[src/rtl/vb_pkg.sv]
package vb_pkg;

    typedef enum logic [1:0] {
        VB_HOLD  = 2'd0,
        VB_PUSH  = 2'd1,
        VB_CLEAR = 2'd2,
        VB_WIPE  = 2'd3
    } vb_op_e;

    // Clears beat inserts; reset is a flush.
    function automatic vb_op_e vb_decode(input logic rst,
                                         input logic flush,
                                         input logic code_wr,
                                         input logic push_ok);
        vb_op_e op;
        if (rst || flush)  op = VB_CLEAR;
        else if (code_wr)  op = VB_WIPE;
        else if (push_ok)  op = VB_PUSH;
        else               op = VB_HOLD;
        return op;
    endfunction

endpackage

[src/rtl/vb_match.sv]
module vb_match #(
    parameter int N      = 8,
    parameter int ADDR_W = 32,
    parameter int MODE_W = 8
) (
    input  logic [N-1:0][ADDR_W-1:0] ent_addr,
    input  logic [N-1:0][MODE_W-1:0] ent_mode,
    input  logic [ADDR_W-1:0]        req_addr,
    input  logic [MODE_W-1:0]        req_mode,
    output logic [N-1:0]             hit_vec
);
    localparam logic [ADDR_W-1:0] EMPTY = '1;

    logic req_ok;
    assign req_ok = (req_addr != EMPTY);

    for (genvar g = 0; g < N; g++) begin : g_cmp
        logic live;
        assign live       = (ent_addr[g] != EMPTY);
        assign hit_vec[g] = req_ok && live &&
                            (ent_addr[g] == req_addr) &&
                            (ent_mode[g] == req_mode);
    end
endmodule

[src/rtl/vb_pick.sv]
module vb_pick #(
    parameter int N    = 8,
    parameter int IDXW = 3
) (
    input  logic [N-1:0]    req,
    output logic            any,
    output logic [IDXW-1:0] idx,
    output logic [N-1:0]    onehot
);
    always_comb begin
        idx    = '0;
        onehot = '0;
        for (int k = N - 1; k >= 0; k--) begin
            if (req[k]) begin
                idx    = IDXW'(k);
                onehot = '0;
                onehot[k] = 1'b1;
            end
        end
        any = |req;
    end
endmodule

[src/rtl/victim_buf.sv]
module victim_buf #(
    parameter int ENTRIES = 8,
    parameter int ADDR_W  = 32,
    parameter int MODE_W  = 8,
    parameter int DATA_W  = 64
) (
    input  logic              clk,
    input  logic              rst,
    input  logic              flush,
    input  logic              code_wr,
    input  logic [ADDR_W-1:0] lk_addr,
    input  logic [MODE_W-1:0] lk_mode,
    output logic              lk_hit,
    output logic [DATA_W-1:0] lk_data,
    input  logic              ins_en,
    input  logic [ADDR_W-1:0] ins_addr,
    input  logic [MODE_W-1:0] ins_mode,
    input  logic [DATA_W-1:0] ins_data
);
    import vb_pkg::*;

    localparam int PW = (ENTRIES > 1) ? $clog2(ENTRIES) : 1;
    localparam logic [ADDR_W-1:0] EMPTY = '1;

    typedef struct packed {
        logic [ENTRIES-1:0][ADDR_W-1:0] addr;
        logic [ENTRIES-1:0][MODE_W-1:0] mode;
        logic [ENTRIES-1:0][DATA_W-1:0] data;
        logic [PW-1:0]                  ptr;
    } vb_state_t;

    vb_state_t st_d, st_q;

    logic [ENTRIES-1:0] hit_vec;
    logic [ENTRIES-1:0] sel_oh;
    logic [PW-1:0]      sel_idx;
    logic               sel_any;
    logic               push_ok;
    vb_op_e             op;

    vb_match #(
        .N      (ENTRIES),
        .ADDR_W (ADDR_W),
        .MODE_W (MODE_W)
    ) u_match (
        .ent_addr (st_q.addr),
        .ent_mode (st_q.mode),
        .req_addr (lk_addr),
        .req_mode (lk_mode),
        .hit_vec  (hit_vec)
    );

    vb_pick #(
        .N    (ENTRIES),
        .IDXW (PW)
    ) u_pick (
        .req    (hit_vec),
        .any    (sel_any),
        .idx    (sel_idx),
        .onehot (sel_oh)
    );

    assign lk_hit  = sel_any;
    assign lk_data = sel_any ? st_q.data[sel_idx] : '0;

    assign push_ok = ins_en && (ins_addr != EMPTY);
    assign op      = vb_decode(rst, flush, code_wr, push_ok);

    always_comb begin
        st_d = st_q;
        unique case (op)
            VB_CLEAR: begin
                for (int e = 0; e < ENTRIES; e++) st_d.addr[e] = EMPTY;
                st_d.ptr = '0;
            end
            VB_WIPE: begin
                for (int e = 0; e < ENTRIES; e++) st_d.addr[e] = EMPTY;
            end
            VB_PUSH: begin
                st_d.addr[st_q.ptr] = ins_addr;
                st_d.mode[st_q.ptr] = ins_mode;
                st_d.data[st_q.ptr] = ins_data;
                st_d.ptr            = st_q.ptr + PW'(1);
            end
            default: ;
        endcase
    end

    always_ff @(posedge clk) begin
        st_q <= st_d;
    end

endmodule

[config.mk]
export PLATFORM = sky130hd
export DESIGN_NAME = victim_buf
export DESIGN_NICKNAME = d
export VERILOG_FILES = /design/src/rtl/vb_pkg.sv /design/src/rtl/vb_match.sv /design/src/rtl/vb_pick.sv /design/src/rtl/victim_buf.sv
export SDC_FILE = /design/constraint.sdc
export NUM_CORES = 1
export LEC_CHECK = 0
export BUFFER_PORTS_ARGS = -buffer_cell sky130_fd_sc_hd__buf_4
export CAP_MARGIN = 0
export CORE_UTILIZATION = 25
export CTS_BUF_LIST = sky130_fd_sc_hd__clkbuf_4 sky130_fd_sc_hd__clkbuf_8
export CTS_CLUSTER_SIZE = 28
export DETAILED_ROUTE_END_ITERATION = 8
export GPL_ROUTABILITY_DRIVEN = 1
export GPL_TIMING_DRIVEN = 0
export PLACE_DENSITY = 0.39
export SETUP_SLACK_MARGIN = 0.4
export SYNTH_ARGS = -nofsm -noshare
export SYNTH_HDL_FRONTEND = slang
export SYNTH_SLANG_ARGS = --single-unit
[constraint.sdc]
create_clock -name clk -period 15.8 [get_ports clk]
set_input_delay 1.58 -clock clk [delete_from_list [all_inputs] [get_ports clk]]
set_output_delay 1.58 -clock clk [all_outputs]
set_load 0.01 [all_outputs]
==> run summary <==
Buffers inserted during clock tree synthesis total 157. The final clock period utilization by the worst path came out at 0.487. The register with the most flip-flops in the final layout is st_q. The final reports fail on max-capacitance violations, max-slew violations.

For the maximum resistive drop on vdd, the log shows 0.0727 mV. In this run the remaining antenna-violating nets after routing total 0. For the number of clock sinks, the log shows 835. The largest registers in the layout are st_q: 835 flops. The critical path starts at lk_addr[13]. Registers take 25,100 µm². For the global routing usage summed across all routing layers, the log shows 0.197. Along the worst path, the maximum fanout reaches 10. The run gives 0 as the number of hold violations in the final report.

By area the synthesized netlist is led by sky130_fd_sc_hd__edfxtp_1 67%, sky130_fd_sc_hd__nand2_1 6.6%, sky130_fd_sc_hd__xnor2_1 6.2%. The internal reg-to-reg setup slack is 12,310 ps. TritonCTS built the clock tree.

The clock tree synthesis step divided the H-tree into 4 levels. The register with the most flip-flops in the layout has 835 of them. The endpoint identified for the worst register-to-register timing path is st_q[31]. The routed wire length per instance was 28.2 µm; the quantity of gates resized following cts was 0. The tightest hold path in the finished design has a slack of 596 ps. After synthesis, the mean cell area works out to 12.4 µm². The total of warnings raised by yosys came out at 0. Type of the worst min-delay path: register to register. The tools report the number of fill cells as 15,200. The setup path with the least slack is of type input pin to output port.

For the count of buffers added by post-CTS timing repair for setup, the log shows 0. The clock latency at the later pin of the worst-skew pair was 870 ps. The critical path arrival is 6120 ps, and the count of pins over their slew limit is 30. The area of the die is 151,000 µm². After synthesis the netlist holds a flip-flop and latch count of 835. On the critical path, the stage with the largest delay is an instance of sky130_fd_sc_hd__buf_2. The starting density of the core is 0.253, and the final weighted congestion in routability-driven placement is 0.853.

The first global-routing pass estimated 210 mm of wire. Counting flops with a built-in enable in the synthesized netlist gives 835. The capturing element of the worst setup path is lk_data[10]. The run gives 26,300 as the via count of the first global-routing pass. Data on the critical path is required at its endpoint by 14,220 ps. The clock arrives with 51.9 ps of skew. The most common cell in the synthesized netlist is sky130_fd_sc_hd__edfxtp_1.

In this run the tool buffered the top-level ports with 141 buffer cells. The run finished, with violations left. For the worst max-slew margin expressed relative to the limit, the log shows -0.0712. The share of Yosys cell area claimed by the top area cell type was 0.669.

For this design the top-level I/O count stands at 214. The tool flagged a number of max-cap violations equal to 3. For this block, the via count after detailed routing is 26,800. The setup TNS is 0 ps.

The total setup violations reported at the end of the flow is 0. The floorplan step defined a core boundary enclosing 148,000 µm². In the routed design, unresolved DRC markers number 0. Kind of launch point of the worst setup path: an input pin.

The floorplan has 141 rows. Clock-pin slew was measured on the worst setup and hold paths at 60 ps. The cell count after synthesis came out at 3,012. The completed layout was analyzed and its total power is 4.79 mW. The most used flip-flop cell after synthesis is sky130_fd_sc_hd__edfxtp_1.

The post-synthesis async set-or-reset flop share came out at 0. The worst setup path is captured at an output port. The number of nets handed over by synthesis was 3,164. Using the TritonRoute via totals, the vias-per-cell ratio works out to 4.97. Summing every instance area after synthesis gives 37,500 µm².

The number of DRC markers after the initial detailed-route iteration is 2,653. The critical path goes through buf_2 -> xnor2_1 -> nand4_1 -> nor4_1 -> nand4_1 -> nor3_2 -> nand2b_4 -> buf_6 -> buf_2 -> clkbuf_1 -> a221oi_1 -> mux2i_1 -> buf_4. In this run the vertical extent of the chip is 389 µm. For this block, the routed nets add up to 152 mm of wire. For this run, the detailed router's first-pass iteration total came to 6. In this run the horizontal extent of the chip is 389 µm. The HPWL after detailed placement is 94.8 mm.

The final layout contains 3,491 nets. The largest single stage delay on the critical path is 600 ps. After synthesis, the most frequently instantiated cells are 835 x sky130_fd_sc_hd__edfxtp_1, 656 x sky130_fd_sc_hd__nand2_1, 388 x sky130_fd_sc_hd__nand3_1, 264 x sky130_fd_sc_hd__xnor2_1, 146 x sky130_fd_sc_hd__clkbuf_1.

The tools report the distinct cell type count of the synthesized netlist as 32. The multi-input combinational cells in the finished layout cover a total of 11,200 µm². Static timing analysis puts the maximum clock frequency at 130 MHz. Buffers inserted to repair hold after CTS numbered 0. The cell taking the most area after synthesis was sky130_fd_sc_hd__edfxtp_1. The share of the yosys chip area belonging to registers was 0.669. The core occupancy in the finished layout was 0.300; the final critical path time including I/O delays and setup was 7700 ps. The worst register-to-register path begins at st_q[0]. In this run the clock root is driven by a sky130_fd_sc_hd__clkbuf_8.

Setup repair after global routing left no endpoint under its margin. The layout cell share with drive strength beyond 1 came out at 0.153. The transition at the pin with the smallest max-transition slack was 1610 ps; the post-synthesis to final-layout area growth was 18.6%. Global routing finished with a remaining overflow of 0. The clock passes through at most 3 buffers. For the worst flop-to-flop path, the logic depth is 10.

In this run the power density over the cells is 108 nW/µm². Entering global routing, the biggest net connects 115 pins. The number of antenna violations at the first check in global routing is 17, and the static power due to leakage is 14.9 nW.
[area by class of cell]
| type | count | share of cell area |
|---|---|---|
| clock inverter | 62 | 0.00794 |
| inverter | 5 | 0.000591 |
| antenna | 4 | 0.000225 |
| sequential | 835 | 0.564 |
| clock buffer | 214 | 0.0584 |
| multi-input combinational | 1925 | 0.252 |
| buffer | 247 | 0.0282 |
| timing repair buffer | 168 | 0.0348 |
| tap | 1930 | 0.0543 |
[through the flow]
stage                     area (µm²)  instances  worst slack (ps)
after global routing           44400       5388              8000
final                          44500       5390              8100
after global placement         41000       5083              -779
after floorplan                37500       3012              7390
after CTS                      44400       5386              8230
after detailed placement       41500       5110              8260
[critical path, delay by kind of cell]
kind,cells,cell delay (ps)
compound gates,1,210
xor+xnor,1,220
buf+inv,5,1930
mux,1,510
simple gates,5,1640
[metal layers]
layer  global-route usage  wire length [µm]  vias to the layer above
met5                    0               106                        -
met3               0.0477             11800                      249
met4               0.0601              4050                       16
met2                0.306             68600                     1099
met1                0.271             67600                    13600
li1                     -                 -                    11800
[report_power, final]
group	leakage [nW]	total [mW]	switching [mW]	internal [mW]
Combinational	6.19	0.282	0.211	0.0703
Clock	1.56	2.06	0.992	1.07
Sequential	7.19	2.44	0.00319	2.44
Total	14.9	4.79	1.21	3.58
[layout by cell type, fill, tap and decap left out, types with 46 or more instances in the layout]
cell	count
sky130_fd_sc_hd__clkbuf_4	56
sky130_fd_sc_hd__clkbuf_8	158
sky130_fd_sc_hd__xor2_1	57
sky130_fd_sc_hd__nand2_1	656
sky130_fd_sc_hd__nand3_1	388
sky130_fd_sc_hd__edfxtp_1	835
sky130_fd_sc_hd__clkbuf_1	139
sky130_fd_sc_hd__buf_2	49
sky130_fd_sc_hd__mux2i_1	64
sky130_fd_sc_hd__xnor2_1	264
sky130_fd_sc_hd__buf_4	179
sky130_fd_sc_hd__nor4_1	46
sky130_fd_sc_hd__a21oi_1	132
sky130_fd_sc_hd__a221oi_1	128
sky130_fd_sc_hd__nand4_1	144
[logic make-up after synthesis]
kind of cell | after synthesis | synth area share
AO/OA/AOI/OAI | 266 | 0.0490
XOR/XNOR | 321 | 0.0750
adder cells (fa/ha/maj) | 3 | 0.00100
buffers and inverters | 252 | 0.0337
flip-flops | 835 | 0.669
multiplexers | 64 | 0.0171
AND/OR/NAND/NOR | 1271 | 0.155
[worst min path at each step]
| stage | startpoint | to | slack [ps] | depth (start not counted) |
|---|---|---|---|---|
| global placement | st_q[755] | st_q[755] | 580 | 2 |
| detailed placement | st_q[752] | st_q[752] | 580 | 2 |
| floorplan | st_q[769] | st_q[769] | 560 | 2 |
| CTS | st_q[752] | st_q[752] | 600 | 2 |
| global route | st_q[752] | st_q[752] | 610 | 2 |
| finish | st_q[760] | st_q[760] | 600 | 2 |
No activity file was read; power rests on OpenSTA's default activity.
